File: src/rtl/mwd_pkg.sv
package mwd_pkg;

    localparam int SLOT_MAX = 4;
    localparam int ADDR_W   = 24;
    localparam int DATA_W   = 8;
    localparam int BASE_W   = 4;
    localparam int LOW_W    = ADDR_W - BASE_W;
    localparam int SIZE_W   = 2;

    localparam logic [DATA_W-1:0] OFF_ERR   = 8'hC5;
    localparam logic [DATA_W-1:0] OFF_EN    = 8'hC7;
    localparam logic [DATA_W-1:0] OFF_WIN_A = 8'hD1;
    localparam int                WIN_STEP  = 2;

    typedef logic [SIZE_W-1:0] size_code_t;

    typedef struct packed {
        logic [BASE_W-1:0] base;
        size_code_t        size;
    } win_cfg_t;

    typedef struct packed {
        logic [SLOT_MAX-1:0]            en;
        win_cfg_t [SLOT_MAX-1:0]        win;
    } reg_state_t;

    typedef struct packed {
        logic [SLOT_MAX-1:0] sel;
        logic [ADDR_W-1:0]   off;
    } dec_out_t;

    function automatic logic [DATA_W-1:0] win_offset(input int slot);
        return DATA_W'(int'(OFF_WIN_A) + WIN_STEP * slot);
    endfunction

    function automatic logic [BASE_W-1:0] cmp_mask(input size_code_t sz);
        return {BASE_W{1'b1}} << sz;
    endfunction

endpackage

File: src/rtl/mwd_regs.sv
module mwd_regs
    import mwd_pkg::*;
#(
    parameter int NUM_SLOTS = SLOT_MAX
) (
    input  logic                     clk,
    input  logic                     rst_n,
    input  logic                     wr_en,
    input  logic [DATA_W-1:0]        addr,
    input  logic [DATA_W-1:0]        wdata,
    input  logic [SLOT_MAX-1:0]      slot_err,
    output logic [DATA_W-1:0]        rdata,
    output logic [SLOT_MAX-1:0]      slot_en,
    output win_cfg_t [SLOT_MAX-1:0]  slot_cfg
);

    localparam logic [SLOT_MAX-1:0] SLOT_MASK = SLOT_MAX'((1 << NUM_SLOTS) - 1);
    localparam int                  PAD_W     = DATA_W - SLOT_MAX;
    localparam int                  GAP_W     = DATA_W - BASE_W - SIZE_W;

    reg_state_t          st_d, st_q;
    logic [DATA_W-1:0]   rdata_d;

    always_comb begin
        st_d    = st_q;
        rdata_d = '0;

        if (wr_en) begin
            if (addr == OFF_EN) begin
                st_d.en = wdata[SLOT_MAX-1:0] & SLOT_MASK;
            end
            for (int i = 0; i < NUM_SLOTS; i++) begin
                if (addr == win_offset(i)) begin
                    st_d.win[i].base = wdata[DATA_W-1 -: BASE_W];
                    st_d.win[i].size = wdata[SIZE_W-1:0];
                end
            end
        end

        case (addr)
            OFF_ERR: rdata_d = {{PAD_W{1'b0}}, slot_err & SLOT_MASK};
            OFF_EN:  rdata_d = {{PAD_W{1'b0}}, st_q.en};
            default: rdata_d = '0;
        endcase
        for (int i = 0; i < NUM_SLOTS; i++) begin
            if (addr == win_offset(i)) begin
                rdata_d = {st_q.win[i].base, {GAP_W{1'b0}}, st_q.win[i].size};
            end
        end
    end

    always_ff @(posedge clk or negedge rst_n) begin
        if (!rst_n) begin
            st_q <= '0;
        end else begin
            st_q <= st_d;
        end
    end

    assign rdata    = rdata_d;
    assign slot_en  = st_q.en;
    assign slot_cfg = st_q.win;

endmodule

File: src/rtl/mwd_window.sv
module mwd_window
    import mwd_pkg::*;
(
    input  logic              enable,
    input  win_cfg_t          cfg,
    input  logic [ADDR_W-1:0] addr,
    output logic              hit,
    output logic [ADDR_W-1:0] offset
);

    logic [BASE_W-1:0] mask;
    logic [BASE_W-1:0] hi;

    always_comb begin
        mask   = cmp_mask(cfg.size);
        hi     = addr[ADDR_W-1 -: BASE_W];
        hit    = enable && (((hi ^ cfg.base) & mask) == '0);
        offset = {hi & ~mask, addr[LOW_W-1:0]};
    end

endmodule

File: src/rtl/mwd_select.sv
module mwd_select
    import mwd_pkg::*;
(
    input  logic                           clk,
    input  logic                           rst_n,
    input  logic [SLOT_MAX-1:0]            hit,
    input  logic [SLOT_MAX-1:0][ADDR_W-1:0] offs,
    output logic [SLOT_MAX-1:0]            sel,
    output logic [ADDR_W-1:0]              offset
);

    dec_out_t dec_d, dec_q;
    logic     found;

    always_comb begin
        dec_d = '0;
        found = 1'b0;
        for (int i = 0; i < SLOT_MAX; i++) begin
            if (hit[i] && !found) begin
                found        = 1'b1;
                dec_d.sel[i] = 1'b1;
                dec_d.off    = offs[i];
            end
        end
    end

    always_ff @(posedge clk or negedge rst_n) begin
        if (!rst_n) begin
            dec_q <= '0;
        end else begin
            dec_q <= dec_d;
        end
    end

    assign sel    = dec_q.sel;
    assign offset = dec_q.off;

endmodule

File: src/rtl/mem_win_decoder.sv
module mem_win_decoder
    import mwd_pkg::*;
#(
    parameter int NUM_SLOTS = SLOT_MAX
) (
    input  logic                clk,
    input  logic                rst_n,
    input  logic                reg_wr_en,
    input  logic [DATA_W-1:0]   reg_addr,
    input  logic [DATA_W-1:0]   reg_wdata,
    output logic [DATA_W-1:0]   reg_rdata,
    input  logic [SLOT_MAX-1:0] slot_err,
    input  logic [ADDR_W-1:0]   mem_addr,
    output logic [SLOT_MAX-1:0] mem_sel,
    output logic [ADDR_W-1:0]   mem_offset
);

    logic [SLOT_MAX-1:0]             slot_en;
    win_cfg_t [SLOT_MAX-1:0]         slot_cfg;
    logic [SLOT_MAX-1:0]             win_hit;
    logic [SLOT_MAX-1:0][ADDR_W-1:0] win_off;

    mwd_regs #(.NUM_SLOTS(NUM_SLOTS)) u_regs (
        .clk      (clk),
        .rst_n    (rst_n),
        .wr_en    (reg_wr_en),
        .addr     (reg_addr),
        .wdata    (reg_wdata),
        .slot_err (slot_err),
        .rdata    (reg_rdata),
        .slot_en  (slot_en),
        .slot_cfg (slot_cfg)
    );

    for (genvar g = 0; g < SLOT_MAX; g++) begin : g_slot
        if (g < NUM_SLOTS) begin : g_live
            mwd_window u_win (
                .enable (slot_en[g]),
                .cfg    (slot_cfg[g]),
                .addr   (mem_addr),
                .hit    (win_hit[g]),
                .offset (win_off[g])
            );
        end else begin : g_absent
            assign win_hit[g] = 1'b0;
            assign win_off[g] = '0;
        end
    end

    mwd_select u_sel (
        .clk    (clk),
        .rst_n  (rst_n),
        .hit    (win_hit),
        .offs   (win_off),
        .sel    (mem_sel),
        .offset (mem_offset)
    );

endmodule

File: config.mk
export PLATFORM = sky130hd
export DESIGN_NAME = mem_win_decoder
export DESIGN_NICKNAME = d
export VERILOG_FILES = /design/src/rtl/mwd_pkg.sv /design/src/rtl/mwd_regs.sv /design/src/rtl/mwd_window.sv /design/src/rtl/mwd_select.sv /design/src/rtl/mem_win_decoder.sv
export SDC_FILE = /design/constraint.sdc
export NUM_CORES = 1
export LEC_CHECK = 0
export ABC_AREA = 1
export BUFFER_PORTS_ARGS = -buffer_cell sky130_fd_sc_hd__buf_2
export CORE_MARGIN = 2
export CORE_UTILIZATION = 50
export CTS_BUF_LIST = sky130_fd_sc_hd__clkbuf_8
export DETAILED_ROUTE_END_ITERATION = 10
export GPL_TIMING_DRIVEN = 0
export MAX_ROUTING_LAYER = met4
export PLACE_DENSITY = 0.79
export SYNTH_ARGS = -nofsm -noshare
export SYNTH_HDL_FRONTEND = slang
export SYNTH_SLANG_ARGS = --single-unit
File: constraint.sdc
create_clock -name clk -period 2 [get_ports clk]
set_input_delay 0.6 -clock clk [delete_from_list [all_inputs] [get_ports clk]]
set_output_delay 0.6 -clock clk [all_outputs]
set_load 0.01 [all_outputs]
Word-level counts from Yosys, hierarchy flattened
Cells that the tools add are included.
Storage, ports and cells
  memories kept: 0
  bits of input ports: 47
  flip-flop bits (word level): 56
  latch bits: 0
  ROM bits: 0
  output and inout port bits: 36
  word-level logic and storage cells: 71
  RAM bits: 0
Cells by class
  multipliers: 0
  shift-type cells: 4
  multiplexer cells: 15
  equal/unequal tests: 6
  divide/modulo/power cells: 0
  $add $sub $neg: 0
  bitwise operators: 16
  reductions and logical operators: 19
  $lt $le $gt $ge: 0
Operators with widths (number)
  $mux 24: 3
  $eq 8x8->1 const B: 6
  $and 4x4->4: 8
  $mux 8: 4
  $mux 25: 1
  $logic_not 4->1: 4
  $not 4->4: 4
  $shl 4x2->4 const A: 4
  $xor 4x4->4: 4
  $reduce_and 2->1: 5
  $pmux 4 s2: 1
  $logic_and 1x1->1: 7
  $mux 1: 6
  $logic_not 1->1: 3

Logic depth before layout (Yosys ltp)
Gate-level depths: netlist (run 1).
  depth after elaboration: 14
  gate-level depth with buffers: 11
  gate-level depth less buffers: 10

By module
From an unflattened synthesis (run 1), not the netlist that was laid out.
Unflattened totals
  cells, all modules: 611
  area total of the unflattened synthesis: 4349.2 um^2
Modules (own cells, without submodules)
  mwd_select: seq. area each 700.7 um^2, instances 1, cells each 224, area an instance 1746.7 um^2
  mwd_regs: seq. area each 700.7 um^2, instances 1, cells each 179, area an instance 1461.4 um^2
  mwd_window: seq. area each 0.0 um^2, instances 4, cells each 52, area an instance 285.3 um^2

Least setup slack after synthesis (run 1)
No wires, ideal clock.
  path kind: in2out
  start: in reg_addr[1]
  end: out reg_rdata[1]
  arrival: 1.487 ns
  cell stages on the path: 7
  slack: -0.087 ns
  data required time: 1.400 ns
  path buffers: 0
  cell sequence: inv_1 nand2_1 nor3_2 nand2_2 nand2_1 nor2_1 a21boi_0
Between the ends
  cells in the longest elaborated chain, start to end: 6
  elaborated cells on any way between the ends: 11
  those cells by class: eq/ne: 6; mux: 5
RTL lines
  from (decl): line mem_win_decoder.sv:9  | input logic [DATA_W-1:0] reg_addr,
  $eq 8x8->1: line mwd_regs.sv:40  | case (addr)
  $pmux 4 s2: line mwd_regs.sv:40
  $mux 8 (3 in a row): line mwd_regs.sv:46  | if (addr == win_offset(i)) begin
  $mux 8 *: line mwd_regs.sv:46
  to (decl): line mem_win_decoder.sv:11  | output logic [DATA_W-1:0] reg_rdata,
Every way passes the cells marked *; elsewhere a longest branch is shown, timed or not.

Worst setup path in the final report (run 1)
  start: in reg_addr[3]
  end: out reg_rdata[1]
Same word-level chain as after synthesis.

==> results of run 1 <==
[per-stage QoR]
step	cells	cell area, um^2	power (mW)	TNS [ns]
floorplan	384	3060	1.43	0
global placement	538	3550	1.57	-2.18
detailed placement	538	3550	1.58	-2.37
CTS	554	3850	2.35	-1.45
global route	557	3960	2.45	-1.68
finish	557	3960	2.34	-1.28
[registers in the layout, indices dropped and copies added, names as in the netlist]
signal           flops
u_regs.slot_cfg     24
u_sel.offset        23
u_sel.sel            4
u_regs.slot_en       4
[final cells by class]
| cell class | instances | area [um^2] |
|---|---|---|
| multi-input combinational | 260 | 1460 |
| clock buffer | 5 | 68.8 |
| timing repair buffer | 90 | 567 |
| buffer | 10 | 103 |
| inverter | 59 | 241 |
| clock inverter | 3 | 42.5 |
| sequential | 55 | 1380 |
| tap | 75 | 93.8 |
| fill | 495 | 1960 |
[worst max path at each step]
stage,end,depth (start not counted),from,slack [ns]
floorplan,reg_rdata[1],7,reg_addr[2],0.02
global placement,reg_rdata[0],7,reg_addr[5],-0.41
detailed placement,reg_rdata[0],7,reg_addr[5],-0.40
CTS,reg_rdata[0],7,reg_addr[4],-0.23
global route,reg_rdata[0],8,reg_addr[5],-0.26
finish,reg_rdata[1],8,reg_addr[3],-0.20
[kinds of logic (layout without fill, tap and decap cells)]
| family | after synthesis | in the layout | synth area share |
|---|---|---|---|
| xor gates and xnor gates | 1 | 1 | 0.00287 |
| and+or+nand+nor | 215 | 215 | 0.345 |
| AOI/OAI and AO/OA | 43 | 43 | 0.0939 |
| DFF | 55 | 55 | 0.451 |
| buffers and inverters | 69 | 167 | 0.106 |
| other | 1 | 1 | 0.00123 |
[repair_timing]
| item | in CTS | in global routing |
|---|---|---|
| buffers inserted | 8 | 4 |
| hold buffers | 0 | 0 |
| setup endpoints to repair | 8 | 8 |
| pin swaps | 13 | 13 |
| hold endpoints to repair | 0 | 0 |
| gates resized for setup | 41 | 22 |
[power groups by stage]
stage	Clock [mW]	Sequential, mW	Combinational, mW
3_3_place_gp	0	1.23	0.340
5_1_grt	0.795	1.22	0.444
6_report	0.740	1.21	0.396
4_1_cts	0.759	1.21	0.382
2_1_floorplan	0	1.23	0.203
3_5_place_dp	0	1.23	0.350
[worst max-delay path: stages]
cell and delay, ns:
sky130_fd_sc_hd__buf_8 0.11, sky130_fd_sc_hd__nor3_4 0.23, sky130_fd_sc_hd__nand2_2 0.14, sky130_fd_sc_hd__nand2_1 0.10, sky130_fd_sc_hd__o21ai_1 0.07, sky130_fd_sc_hd__nand2_1 0.06, sky130_fd_sc_hd__a21boi_2 0.15, sky130_fd_sc_hd__buf_2 0.14
[layout by cell type, fill, tap and decap left out, types with 5 or more instances in the layout]
cell	instances
sky130_fd_sc_hd__nor2_1	43
sky130_fd_sc_hd__nand2_2	11
sky130_fd_sc_hd__o21ai_1	16
sky130_fd_sc_hd__buf_8	5
sky130_fd_sc_hd__nor3_4	5
sky130_fd_sc_hd__o21ai_0	5
sky130_fd_sc_hd__o21ai_2	16
sky130_fd_sc_hd__inv_1	52
sky130_fd_sc_hd__nor2_2	24
sky130_fd_sc_hd__buf_4	9
sky130_fd_sc_hd__nand3_1	19
sky130_fd_sc_hd__clkbuf_8	5
sky130_fd_sc_hd__buf_2	72
sky130_fd_sc_hd__dfrtp_1	55
sky130_fd_sc_hd__nand2_1	89
sky130_fd_sc_hd__buf_6	13
[metal layers]
metal | GRT usage | wire (um)
met1 | 0.305 | 3160
met2 | 0.390 | 3780
met3 | 0.0380 | 329
met4 | 0.0717 | 111
met5 | - | 0
==> results summary, run 1 <==
The number of clock sinks came out at 55. The min-delay analysis places its worst path in the category in -> reg. The die boundary height came out at 82.1 um.

The buffer levels on the longest clock path is 2. Setup repair after global routing could not meet its margin everywhere. The portion of total power attributed to the clock network came out at 0.316. The horizontal die dimension came out at 82.1 um.

The minimum clock period came out at 2.20 ns. The number of unique standard cell types used by synthesis came out at 33. The worst setup path is of the in -> out kind. The master cell of the clock root buffer is sky130_fd_sc_hd__clkbuf_8.

TritonCTS built the clock tree. The remaining design rule violation count came out at 0. The global-route congestion overflow total came out at 0. The leakage power came out at 2.18 nW. The number of nets with antenna violations after routing is 0.

The post-synthesis cell count came out at 384. The number of antenna diodes in the final layout is 0. The commonest cells after synthesis are sky130_fd_sc_hd__nand2_1 (95), sky130_fd_sc_hd__dfrtp_1 (55), sky130_fd_sc_hd__inv_1 (53).

In the final routed layout, each cell accounts on average for 13.3 um. The final worst-path cycle share is 1.10. The initial antenna violation count is 0. The clock edge transition at the registers on the reported setup and hold paths is 0.10 ns. The most frequent cell after synthesis is sky130_fd_sc_hd__nand2_1. The number of levels the H-tree was split into is 2. The floorplan step defined a die boundary enclosing 0.00674 mm^2. The portion of the post-synthesis area used by sequential elements came out at 0.451. The max-slew violation count came out at 0. The setup slack of the most critical reg-to-reg path came out at 0.35 ns. The critical path data arrival time came out at 1.60 ns.

The first global-routing pass estimated 11800 um of wire. The primary flip-flop cell chosen by synthesis mapping is sky130_fd_sc_hd__dfrtp_1. The slew at the pin with the worst max-slew slack is 1.18 ns. After detailed routing, the number of vias per cell comes to 4.87. The net switching share of the total power is 0.273. For this design the ratio of total power to cell area is 593 mW/mm^2.

Static timing analysis puts the maximum clock frequency at 454 MHz. The mean instance size in the synthesized netlist is 7.95 um^2. The total track usage is 0.238. The number of failing hold endpoints at the final stage was 0.

The largest total area in the synthesized netlist belongs to sky130_fd_sc_hd__dfrtp_1. The total CTS buffers came out at 5. The worst reg2reg path depth came out at 9. The worst hold slack after final layout came out at 0.489 ns. The post-detailed-placement half-perimeter wirelength is 5440 um.

In the post-route analysis, the smallest setup slack over all paths is -0.203 ns. The effective utilization at floorplan is 0.515. The mapped netlist covers 0.00305 mm^2. The number of detailed-routing iterations run before antenna repair came out at 4. The fraction of registers with async set or reset after synthesis is 1.00. The source of the worst hold timing path is reg_wdata[3]. For this design the top-level I/O count stands at 83. The flip-flop and latch count after synthesis is 55. At the end of the flow the core is filled with cells to 0.668.

The required time of the critical path is 1.40 ns. The cell row count is 28. The worst flop-to-flop path startpoint is u_regs.slot_cfg[1].

Headroom to the max-slew limit came out at 0.214. The worst hold path depth is 3. The critical path capture point type is an output pin. The path with the worst hold slack has its endpoint at u_regs.slot_en[3].

The worst-skew pair later-pin latency is 0.31 ns. The largest driver fanout on the critical path is 4. Before CTS, the worst setup slack after placement is -0.396 ns. The share of synthesized area in the top cell type comes to 0.451.

The total number of vias is 2713. The max capacitance violation total is 0. The count of yosys warnings during synthesis came out at 0. In this run the power spent charging and discharging nets is 641 uW. The count of input and output buffers is 79.

The final setup violation count came out at 8. The final net count came out at 528. Of the cells placed in the final design, the portion with a size suffix greater than 1 is 0.394. The via count of the first global-routing pass came out at 2557. The floorplan core area came out at 0.00592 mm^2.

The count of routing violations after the opening detailed-route iteration came out at 145. The checks that failed: setup timing. The power share of the sequential group came out at 0.516.

The maximum clock skew at final layout came out at 0.00595 ns. The worst supply voltage drop on vdd came out at 423 uV. Compared with the post-synthesis result, the final layout area differs by 29.6%. The run finished, with violations left. The combinational cell fraction of total power is 0.169. Ranked by total cell area, the synthesized netlist is headed by sky130_fd_sc_hd__dfrtp_1 (45%), sky130_fd_sc_hd__nand2_1 (12%), sky130_fd_sc_hd__inv_1 (6.5%), sky130_fd_sc_hd__nor2_1 (5.5%), sky130_fd_sc_hd__nor2_2 (4.7%). The total wire length after detailed routing is 7380 um. Counting flops with a built-in enable in the synthesized netlist gives 0. The pin count of the biggest net entering global routing is 56. The startpoint class of the critical path is an input port. When the netlist entered floorplanning its net count stood at 431.

The cell-internal power is 1.70 mW. The routability-driven placement congestion ratio is 0.952. The endpoint identified for the worst register-to-register timing path is u_sel.offset[18].
(Power assumes the default switching activity.)
==> run 2: changes to the inputs <==
Settings changed: CTS_CLUSTER_DIAMETER set to 50, CTS_CLUSTER_SIZE set to 10, SETUP_SLACK_MARGIN set to 0.4.
==> results summary, run 2 (synthesis results as in run 1) <==
The routed via count divided by cell count came out at 4.99 (+2.5%). The required time of the critical path is 1.40 ns (about the same). The first-pass GRT wire length came out at 12200 um (+3.0%). The number of failing hold endpoints at the final stage came out at 0 (unchanged).

The count of input and output buffers was 79 (unchanged). The worst supply voltage drop on vdd is 346 uV (-18%). TritonCTS built the clock tree.

The portion of total power attributed to the clock network came out at 0.282 (-0.034). The register area came out at 0.00138 mm^2 (+0.45%). The number of nets with antenna violations after routing was 0 (unchanged). The slew at the pin with the worst max-slew slack is 0.729 ns (-0.450 ns). The pin count of the biggest net entering global routing is 56 (unchanged). The number of clock sinks came out at 55 (unchanged). The min-delay analysis places its worst path in the category in -> async. The via count of the first global-routing pass came out at 2649 (+3.6%). The die boundary height is 82.1 um (unchanged). The post-layout worst setup margin is -0.265 ns (-0.0628 ns). The die outline area was 0.00674 mm^2 (unchanged). The cell row count came to 28 (unchanged). The max-slew violation count is 0 (unchanged). The clock edge transition at the registers on the reported setup and hold paths came to 0.10 ns (about the same).

The final instance count without filler cells came out at 565 (+1.4%). Setup repair after global routing could not meet its margin everywhere. The filler cell count in the final layout was 443 (-11%). The normalized max-slew margin was 0.514 (+0.300). The total CTS buffers is 5 (unchanged). The worst hold slack after final layout is 0.351 ns (-0.138 ns). The start-to-end type of the worst setup path is in -> out.

The critical path data arrival time was 1.67 ns (+0.07 ns). The cell-internal power was 1.65 mW (-3.3%). The largest driver fanout on the critical path came out at 4 (unchanged). STA classifies the critical path endpoint as an output pin. The horizontal die dimension was 82.1 um (unchanged). The total wire length after detailed routing was 7840 um (+6.2%). The net switching share of the total power is 0.295 (+0.0219). The signed area change from the synthesized netlist to the final layout is 38.3%. The startpoint class of the critical path is an input port.

The number of levels the H-tree was split into came out at 2 (unchanged). The number of detailed-routing iterations run before antenna repair came out at 5 (+1). The power share of the sequential group is 0.518 (+0.002). The final setup violation count is 8 (unchanged). The post-detailed-placement half-perimeter wirelength came out at 5610 um (+3.1%). The total power of the final layout is 2.34 mW (-0.24%). The checks that failed: setup timing.

The minimum clock period is 2.27 ns (+0.0628 ns). The flip-flop count of the largest register, all copies and words added is 24 (unchanged). The effective utilization at floorplan is 0.515 (unchanged). The total inserted antenna cells came out at 0 (unchanged). The maximum clock skew at final layout is 0.00700 ns (+0.00105 ns). The total track usage is 0.245 (+0.00747).

The number of hold-repair buffers added at the cts stage is 0 (unchanged). The power per standard cell area is 554 mW/mm^2 (-6.5%). The routed wirelength normalized by instance count came out at 13.9 um (+4.7%).

The initial antenna violation count is 0 (unchanged). Clock tree synthesis selected as its root buffer the cell sky130_fd_sc_hd__clkbuf_8. The remaining design rule violation count came out at 0 (unchanged). The buffer levels on the longest clock path was 2 (unchanged). The count of boundary I/O pins is 83 (unchanged). The count of routing violations after the opening detailed-route iteration was 232 (+60%). The routability-driven placement congestion ratio came out at 0.919 (-3.5%). The commonest non-fill, non-tap cell in the layout is sky130_fd_sc_hd__nand2_1.

The combinational cell fraction of total power came out at 0.199 (+0.030). The top cell types in the final layout, fill and taps aside, are sky130_fd_sc_hd__nand2_1 (85), sky130_fd_sc_hd__buf_2 (69), sky130_fd_sc_hd__inv_1 (50), sky130_fd_sc_hd__dfrtp_1 (50), sky130_fd_sc_hd__nor2_1 (36). The global-route congestion overflow total is 0 (unchanged). The cell count after placement came out at 538 (unchanged). The worst-skew pair later-pin latency is 0.32 ns (about the same). The final worst-path cycle share is 1.13 (+0.0314). The power spent charging and discharging nets is 690 uW (+7.8%). The fraction of layout instances using a drive strength above 1 is 0.457 (+0.0630). The run finished, with violations left. The maximum clock frequency came out at 441 MHz (-2.8%). The floorplan core area came out at 0.00592 mm^2 (unchanged). The total number of vias came to 2822 (+4.0%). The max capacitance violation total was 0 (unchanged). The leakage power is 2.27 nW (+4.1%). The total area of multi-input combinational cells is 0.00164 mm^2 (+12%). The final net count came out at 536 (+1.5%).
run 2: power by group through the flow:
stage               clock network, mW  logic (mW)  registers [mW]
detailed placement                  0       0.367            1.23
global route                    0.727       0.516            1.22
CTS                             0.676       0.400            1.21
global placement                    0       0.355            1.23
floorplan                           0       0.211            1.23
finish                          0.660       0.466            1.21
run 2: final timing paths:
path / from / endpoint / slack, ns / depth (start not counted)
worst max-delay path: reg_addr[1] / reg_rdata[5] / -0.27 / 10
worst min-delay path: rst_n / u_regs.slot_cfg[5] / 0.35 / 1
worst max register to register: u_regs.slot_cfg[1] / u_sel.offset[14] / 0.28 / 11
worst min register to register: u_regs.slot_cfg[11] / u_regs.slot_cfg[11] / 0.54 / 2
max in group asynchronous: rst_n / u_regs.slot_cfg[7] / 1.13 / 1
min in group clk: mem_addr[17] / u_sel.offset[17] / 0.49 / 3
run 2: stage by stage:
| stage | util | setup TNS, ns | instance area, um^2 | setup slack, ns |
|---|---|---|---|---|
| 6_report | 0.713 | -1.64 | 4220 | -0.265 |
| 5_1_grt | 0.713 | -2.16 | 4220 | -0.325 |
| 4_1_cts | 0.659 | -1.39 | 3900 | -0.237 |
| 3_5_place_dp | 0.613 | -2.34 | 3630 | -0.436 |
| 3_3_place_gp | 0.613 | -2.27 | 3630 | -0.444 |
| 2_1_floorplan | - | 0 | 3140 | 0.0952 |
run 2: final cells by class:
type / instances / share of cell area
clock buffer: 6 / 0.0196
multi-input combinational: 260 / 0.388
sequential: 55 / 0.328
buffer: 10 / 0.0308
clock inverter: 2 / 0.00326
inverter: 59 / 0.0572
tap: 75 / 0.0222
timing repair buffer: 98 / 0.151
run 2: routing by layer:
metal,vias up,GRT usage,share of wire
met5,-,-,0
met4,0,0.0700,0.018
li1,1391,-,-
met3,14,0.0359,0.050
met2,90,0.400,0.52
met1,1327,0.321,0.42
run 2: timing repair:
action                     CTS  global route
gates cloned                 2             0
setup endpoints to repair   24            36
pin swaps                   15            21
buffers inserted             8             9
resized for setup           36            68
run 2: worst max-delay path, cell delays in order:
cell                      delay [ns]
sky130_fd_sc_hd__buf_12         0.12
sky130_fd_sc_hd__inv_12         0.05
sky130_fd_sc_hd__nand2_4        0.04
sky130_fd_sc_hd__nor3_4         0.27
sky130_fd_sc_hd__nand2_2        0.14
sky130_fd_sc_hd__nand2_2        0.12
sky130_fd_sc_hd__o21ai_2        0.05
sky130_fd_sc_hd__o21ai_1        0.07
sky130_fd_sc_hd__nand2_1        0.07
sky130_fd_sc_hd__buf_2          0.14
